--- src/rtl/intalu_pkg.sv ---
package intalu_pkg;

    localparam int OP_W = 5;

    typedef enum logic [OP_W-1:0] {
        OP_ADD  = 5'd0,
        OP_ADDU = 5'd1,
        OP_SUB  = 5'd2,
        OP_SUBU = 5'd3,
        OP_AND  = 5'd4,
        OP_OR   = 5'd5,
        OP_XOR  = 5'd6,
        OP_NOR  = 5'd7,
        OP_SLL  = 5'd8,
        OP_SRL  = 5'd9,
        OP_SRA  = 5'd10,
        OP_SLLV = 5'd11,
        OP_SRLV = 5'd12,
        OP_SRAV = 5'd13,
        OP_SLT  = 5'd14,
        OP_SLTU = 5'd15,
        OP_LUI  = 5'd16
    } alu_op_e;

    typedef enum logic [2:0] {
        GRP_ARITH,
        GRP_LOGIC,
        GRP_SHIFT,
        GRP_CMP,
        GRP_UPPER,
        GRP_NONE
    } alu_grp_e;

    typedef enum logic [1:0] {
        LF_AND,
        LF_OR,
        LF_XOR,
        LF_NOR
    } logic_fn_e;

    typedef enum logic [1:0] {
        SK_LEFT,
        SK_RLOG,
        SK_RARI
    } shift_kind_e;

    typedef struct packed {
        alu_grp_e    grp;
        logic        sub;
        logic        trap_en;
        logic        cmp_uns;
        logic_fn_e   lfn;
        shift_kind_e skind;
        logic        sh_var;
    } alu_ctl_t;

    function automatic alu_ctl_t decode_op(logic [OP_W-1:0] code);
        alu_ctl_t c;
        c.grp     = GRP_NONE;
        c.sub     = 1'b0;
        c.trap_en = 1'b0;
        c.cmp_uns = 1'b0;
        c.lfn     = LF_AND;
        c.skind   = SK_LEFT;
        c.sh_var  = 1'b0;
        case (code)
            OP_ADD:  begin c.grp = GRP_ARITH; c.trap_en = 1'b1; end
            OP_ADDU: begin c.grp = GRP_ARITH; end
            OP_SUB:  begin c.grp = GRP_ARITH; c.sub = 1'b1; c.trap_en = 1'b1; end
            OP_SUBU: begin c.grp = GRP_ARITH; c.sub = 1'b1; end
            OP_AND:  begin c.grp = GRP_LOGIC; c.lfn = LF_AND; end
            OP_OR:   begin c.grp = GRP_LOGIC; c.lfn = LF_OR;  end
            OP_XOR:  begin c.grp = GRP_LOGIC; c.lfn = LF_XOR; end
            OP_NOR:  begin c.grp = GRP_LOGIC; c.lfn = LF_NOR; end
            OP_SLL:  begin c.grp = GRP_SHIFT; c.skind = SK_LEFT; end
            OP_SRL:  begin c.grp = GRP_SHIFT; c.skind = SK_RLOG; end
            OP_SRA:  begin c.grp = GRP_SHIFT; c.skind = SK_RARI; end
            OP_SLLV: begin c.grp = GRP_SHIFT; c.skind = SK_LEFT; c.sh_var = 1'b1; end
            OP_SRLV: begin c.grp = GRP_SHIFT; c.skind = SK_RLOG; c.sh_var = 1'b1; end
            OP_SRAV: begin c.grp = GRP_SHIFT; c.skind = SK_RARI; c.sh_var = 1'b1; end
            OP_SLT:  begin c.grp = GRP_CMP; c.sub = 1'b1; end
            OP_SLTU: begin c.grp = GRP_CMP; c.sub = 1'b1; c.cmp_uns = 1'b1; end
            OP_LUI:  begin c.grp = GRP_UPPER; end
            default: c.grp = GRP_NONE;
        endcase
        return c;
    endfunction

endpackage

--- src/rtl/intalu_addsub.sv ---
module intalu_addsub #(
    parameter int WIDTH = 32
) (
    input  logic [WIDTH-1:0] a,
    input  logic [WIDTH-1:0] b,
    input  logic             sub,
    output logic [WIDTH-1:0] sum,
    output logic             carry_out,
    output logic             ovf
);
    logic [WIDTH-1:0] b_eff;
    logic [WIDTH:0]   wide;

    always_comb begin
        b_eff     = b ^ {WIDTH{sub}};
        wide      = {1'b0, a} + {1'b0, b_eff} + {{WIDTH{1'b0}}, sub};
        sum       = wide[WIDTH-1:0];
        carry_out = wide[WIDTH];
        // operands of equal sign giving a result of the other sign
        ovf       = (a[WIDTH-1] == b_eff[WIDTH-1]) && (sum[WIDTH-1] != a[WIDTH-1]);
    end
endmodule

--- src/rtl/intalu_cmp.sv ---
module intalu_cmp (
    input  logic diff_msb,
    input  logic diff_ovf,
    input  logic carry_out,
    input  logic unsigned_mode,
    output logic less
);
    // signed: sign of true difference; unsigned: a borrow occurred
    always_comb begin
        if (unsigned_mode) less = ~carry_out;
        else               less = diff_msb ^ diff_ovf;
    end
endmodule

--- src/rtl/intalu_logic.sv ---
module intalu_logic #(
    parameter int WIDTH = 32
) (
    input  logic [WIDTH-1:0]       a,
    input  logic [WIDTH-1:0]       b,
    input  intalu_pkg::logic_fn_e  fn,
    output logic [WIDTH-1:0]       y
);
    import intalu_pkg::*;
    always_comb begin
        case (fn)
            LF_AND:  y = a & b;
            LF_OR:   y = a | b;
            LF_XOR:  y = a ^ b;
            default: y = ~(a | b);
        endcase
    end
endmodule

--- src/rtl/intalu_shift.sv ---
module intalu_shift #(
    parameter int WIDTH = 32,
    localparam int SHW  = $clog2(WIDTH)
) (
    input  logic [WIDTH-1:0]         val,
    input  logic [SHW-1:0]           amt,
    input  intalu_pkg::shift_kind_e  kind,
    output logic [WIDTH-1:0]         y
);
    import intalu_pkg::*;

    logic             left;
    logic             fill;
    logic [WIDTH-1:0] src;
    logic [WIDTH-1:0] stage [SHW+1];

    always_comb begin
        left = (kind == SK_LEFT);
        fill = (kind == SK_RARI) ? val[WIDTH-1] : 1'b0;
        for (int i = 0; i < WIDTH; i++) begin
            src[i] = left ? val[WIDTH-1-i] : val[i];
        end
    end

    assign stage[0] = src;

    // log2 barrel: one right-shift stage per count bit
    for (genvar s = 0; s < SHW; s++) begin : g_stage
        localparam int STEP = 1 << s;
        assign stage[s+1] = amt[s] ? {{STEP{fill}}, stage[s][WIDTH-1:STEP]} : stage[s];
    end

    always_comb begin
        for (int i = 0; i < WIDTH; i++) begin
            y[i] = left ? stage[SHW][WIDTH-1-i] : stage[SHW][i];
        end
    end
endmodule

--- src/rtl/intalu.sv ---
module intalu #(
    parameter int WIDTH = 32,
    localparam int SHW  = $clog2(WIDTH)
) (
    input  logic [WIDTH-1:0] opnd_a,
    input  logic [WIDTH-1:0] opnd_b,
    input  logic [SHW-1:0]   shamt,
    input  logic [4:0]       op,
    output logic [WIDTH-1:0] result,
    output logic             ovf_trap
);
    import intalu_pkg::*;

    localparam int HALF = WIDTH / 2;

    alu_ctl_t         ctl;
    logic [WIDTH-1:0] as_sum;
    logic             as_cout;
    logic             as_ovf;
    logic             lt;
    logic [WIDTH-1:0] lg_y;
    logic [WIDTH-1:0] sh_y;
    logic [SHW-1:0]   sh_amt;

    assign ctl    = decode_op(op);
    assign sh_amt = ctl.sh_var ? opnd_a[SHW-1:0] : shamt;

    intalu_addsub #(.WIDTH(WIDTH)) u_addsub (
        .a(opnd_a), .b(opnd_b), .sub(ctl.sub),
        .sum(as_sum), .carry_out(as_cout), .ovf(as_ovf)
    );

    intalu_cmp u_cmp (
        .diff_msb(as_sum[WIDTH-1]), .diff_ovf(as_ovf),
        .carry_out(as_cout), .unsigned_mode(ctl.cmp_uns), .less(lt)
    );

    intalu_logic #(.WIDTH(WIDTH)) u_logic (
        .a(opnd_a), .b(opnd_b), .fn(ctl.lfn), .y(lg_y)
    );

    intalu_shift #(.WIDTH(WIDTH)) u_shift (
        .val(opnd_b), .amt(sh_amt), .kind(ctl.skind), .y(sh_y)
    );

    always_comb begin
        case (ctl.grp)
            GRP_ARITH: result = as_sum;
            GRP_LOGIC: result = lg_y;
            GRP_SHIFT: result = sh_y;
            GRP_CMP:   result = {{(WIDTH-1){1'b0}}, lt};
            GRP_UPPER: result = {opnd_b[HALF-1:0], {HALF{1'b0}}};
            default:   result = '0;
        endcase
        ovf_trap = ctl.trap_en & as_ovf;
    end
endmodule

--- config.mk ---
export PLATFORM = sky130hd
export DESIGN_NAME = intalu
export DESIGN_NICKNAME = d
export VERILOG_FILES = /design/src/rtl/intalu_pkg.sv /design/src/rtl/intalu_addsub.sv /design/src/rtl/intalu_cmp.sv /design/src/rtl/intalu_logic.sv /design/src/rtl/intalu_shift.sv /design/src/rtl/intalu.sv
export SDC_FILE = /design/constraint.sdc
export NUM_CORES = 1
export LEC_CHECK = 0
export ABC_AREA = 1
export BUFFER_PORTS_ARGS = -buffer_cell sky130_fd_sc_hd__buf_2
export CAP_MARGIN = 20
export CORE_ASPECT_RATIO = 0.75
export CORE_MARGIN = 2
export CORE_UTILIZATION = 51
export DETAILED_ROUTE_END_ITERATION = 12
export GPL_TIMING_DRIVEN = 0
export PLACE_DENSITY = 0.72
export SYNTH_ARGS = -nofsm -noshare
export SYNTH_HDL_FRONTEND = slang
export SYNTH_HIERARCHICAL = 1
export SYNTH_SLANG_ARGS = --single-unit
--- constraint.sdc ---
create_clock -name vclk -period 3.3
set_input_delay 0.165 -clock vclk [all_inputs]
set_output_delay 0.165 -clock vclk [all_outputs]
set_load 0.02 [all_outputs]
==> flow_summary.ini <==
[cts]
hold_buffers = 0

[timing]
fin_crit_ns = 3.49
worstMarginPinSlew_ns = 0.678
setup_viol = 13
max_slew_margin_pct = 54.8
finalCritPeriodShare_pct = 106
finalWorstSetupSlack_ns = -0.190
rsz0062_at_grt = true
drv_slew = 0
max_freq_ghz = 0.286
tns_ns = -1.14
hold_violations = 0

[synthesis]
avgSynthCellArea_um2 = 5.03
yosysWarnings = 6
seq_area_frac_synth_pct = 0
syn_area_mm2 = 0.00851
netlist_instances = 1692
synthesis.nets = 1862
ys_types = 37

[die]
ios = 107
die_y_um = 116
die_w_um = 153
rows = 40
core-area_mm2 = 0.0162
dieArea_mm2 = 0.0177
start_util_pct = 52.6

[global_routing]
grt_max_degree = 11
grt_pass1_vias = 10600
gr-usage-all-layers_pct = 41.9
grt-ovfl-total = 0
grt_pass1_wl_um = 58100
antenna_found_initial = 0

[critical_path]
worstPathMaxFanout = 6
worstSetupStartpointType = primary input
max_stage_delay_ns = 0.40
slowest_stage = a21oi_1
required_ns = 3.13
path_common_cell = nand2_1
arrival_ns = 3.33
crit_type = in -> out
path_cells = buf_12 > clkinvlp_4 > nor2_4 > inv_2 > a21oi_4 > buf_8 > clkbuf_16 > xor2_1 > ha_1 > a21oi_2 > o21ai_0 > a21oi_1 > o21ai_4 > nand2_1 > nand2_1 > nand2_1 > nand2_1 > inv_1 > nor2_1 > nor2_1 > nand2_1 > buf_2
endpoint_kind = output port

[finish]
seqCellArea_um2 = 0
syn_to_final_growth_pct = 29.3
n_antenna_cell = 0
clkbuf_count = 0
drive_gt1_share_pct = 26.4
layout.cells.non_filler = 2066
nets = 2028
design.seq.count = 0

[power_and_ir_drop]
netSwitchingPower_mw = 1.57
power.share.clock_pct = 0
p_sw_share_pct = 65.1
power.total_mw = 2.41
vdd_drop_max_mv = 0.180
sequentialPowerShare_pct = 0
p_int_mw = 0.840
power.density_mw_per_mm2 = 219
leakagePower_nw = 6.26
pwr-share-comb_pct = 100.0

[hold_path]
min_path_type = in -> out

[drt]
wl_per_cell_um = 19.5
drtIter0Drc = 1692
drt_wl_total_um = 40300
vias = 12200
drc = 0
ant_nets = 0
first_pass_iters = 6
viasPerCell = 5.92

[place]
place_congestion = 1.09
post-place-cells = 2009
hpwlAfterDp_um = 31700
port_buffers = 107

[status]
status = complete, but fails checks
failed_checks = setup timing

[flow_run]
max-cap-violations = 0
[power groups by stage]
stage / combinational, mW / sequential, mW / clock (mW)
CTS: 1.99 / 0 / 0
finish: 2.41 / 0 / 0
floorplan: 1.29 / 0 / 0
global route: 2.57 / 0 / 0
detailed placement: 1.88 / 0 / 0
global placement: 1.87 / 0 / 0
[cell type report]
class	count	area [um2]
buffer	78	573
fill	1575	5160
inverter	254	971
multi-input combinational	1358	8070
tap	210	263
timing repair buffer	166	1130
[layout by cell type, fill, tap and decap left out, types with 6 or more instances in the layout]
cell / netlist / final
buf_1: 10 / 7
buf_4: 8 / 66
a21oi_1: 34 / 13
nand3_1: 377 / 300
ha_1: 95 / 83
buf_12: 0 / 6
nand2_2: 21 / 61
nor2_2: 2 / 24
nor2_4: 3 / 16
ha_2: 0 / 8
buf_6: 15 / 24
a21oi_2: 1 / 17
nand4_1: 37 / 37
inv_1: 246 / 237
nand2_4: 0 / 11
nand2_1: 527 / 476
o21ai_0: 14 / 11
nand3_2: 6 / 79
clkbuf_1: 9 / 7
buf_2: 36 / 122
inv_2: 6 / 12
xor2_1: 49 / 44
nor2_1: 166 / 131
[final timing paths]
check / start / end / slack, ns / cells after the start
worst min-delay path: op[0] / ovf_trap / 0.84 / 5
worst max-delay path: op[2] / result[29] / -0.19 / 22
[logic make-up after synthesis]
group | synth area share (%)
simple gates | 58.8
buf+inv | 17.2
fa+ha+maj | 14.2
compound gates | 4.38
xor+xnor | 5.35
[synthesized netlist by cell type, drive strengths merged, types with 3 or more instances]
cell type	instances	area (um2)
nand2	548	2110
nand3	383	1950
inv	253	952
nor2	171	669
ha	95	1190
buf	70	462
xor2	49	429
nand4	37	231
a21oi	35	179
o21ai	17	104
clkbuf	10	47.5
o21bai	5	37.5
a21o	4	30.0
nor3	4	25.0
xnor2	3	26.3
[worst max-delay path: cells and delay by family]
| family | cells | cell delay (ns) |
|---|---|---|
| adder cells (fa/ha/maj) | 1 | 0.30 |
| XOR/XNOR | 1 | 0.14 |
| buffers and inverters | 7 | 0.84 |
| AND/OR/NAND/NOR | 8 | 0.77 |
| AO/OA/AOI/OAI | 5 | 1.06 |
[routing by layer]
metal / track usage, % / part of all wire, % / routed length, um
met1: 59.8 / 41 / 16700
met2: 61.5 / 40 / 16200
met3: 13.1 / 16 / 6260
met4: 8.83 / 3.0 / 1210
met5: 0 / 0 / 0
[what timing repair did]
item | CTS | global route
buffers inserted | 26 | 30
setup endpoints to repair | 26 | 33
cloned | 1 | 3
resized for setup | 77 | 246
pin swaps | 28 | 68
[metrics by stage]
stage	utilization, %	instance area, um2	worst slack, ns	hold WS (ns)
3_5_place_dp	57.6	9310	-0.773	0.818
4_1_cts	60.6	9790	-0.120	0.820
6_report	68.1	11000	-0.190	0.842
2_1_floorplan	-	8510	0.0729	0.503
3_3_place_gp	57.6	9310	-0.737	0.817
5_1_grt	68.1	11000	-0.262	0.881
Note: power is estimated with default switching activity, not from simulation.
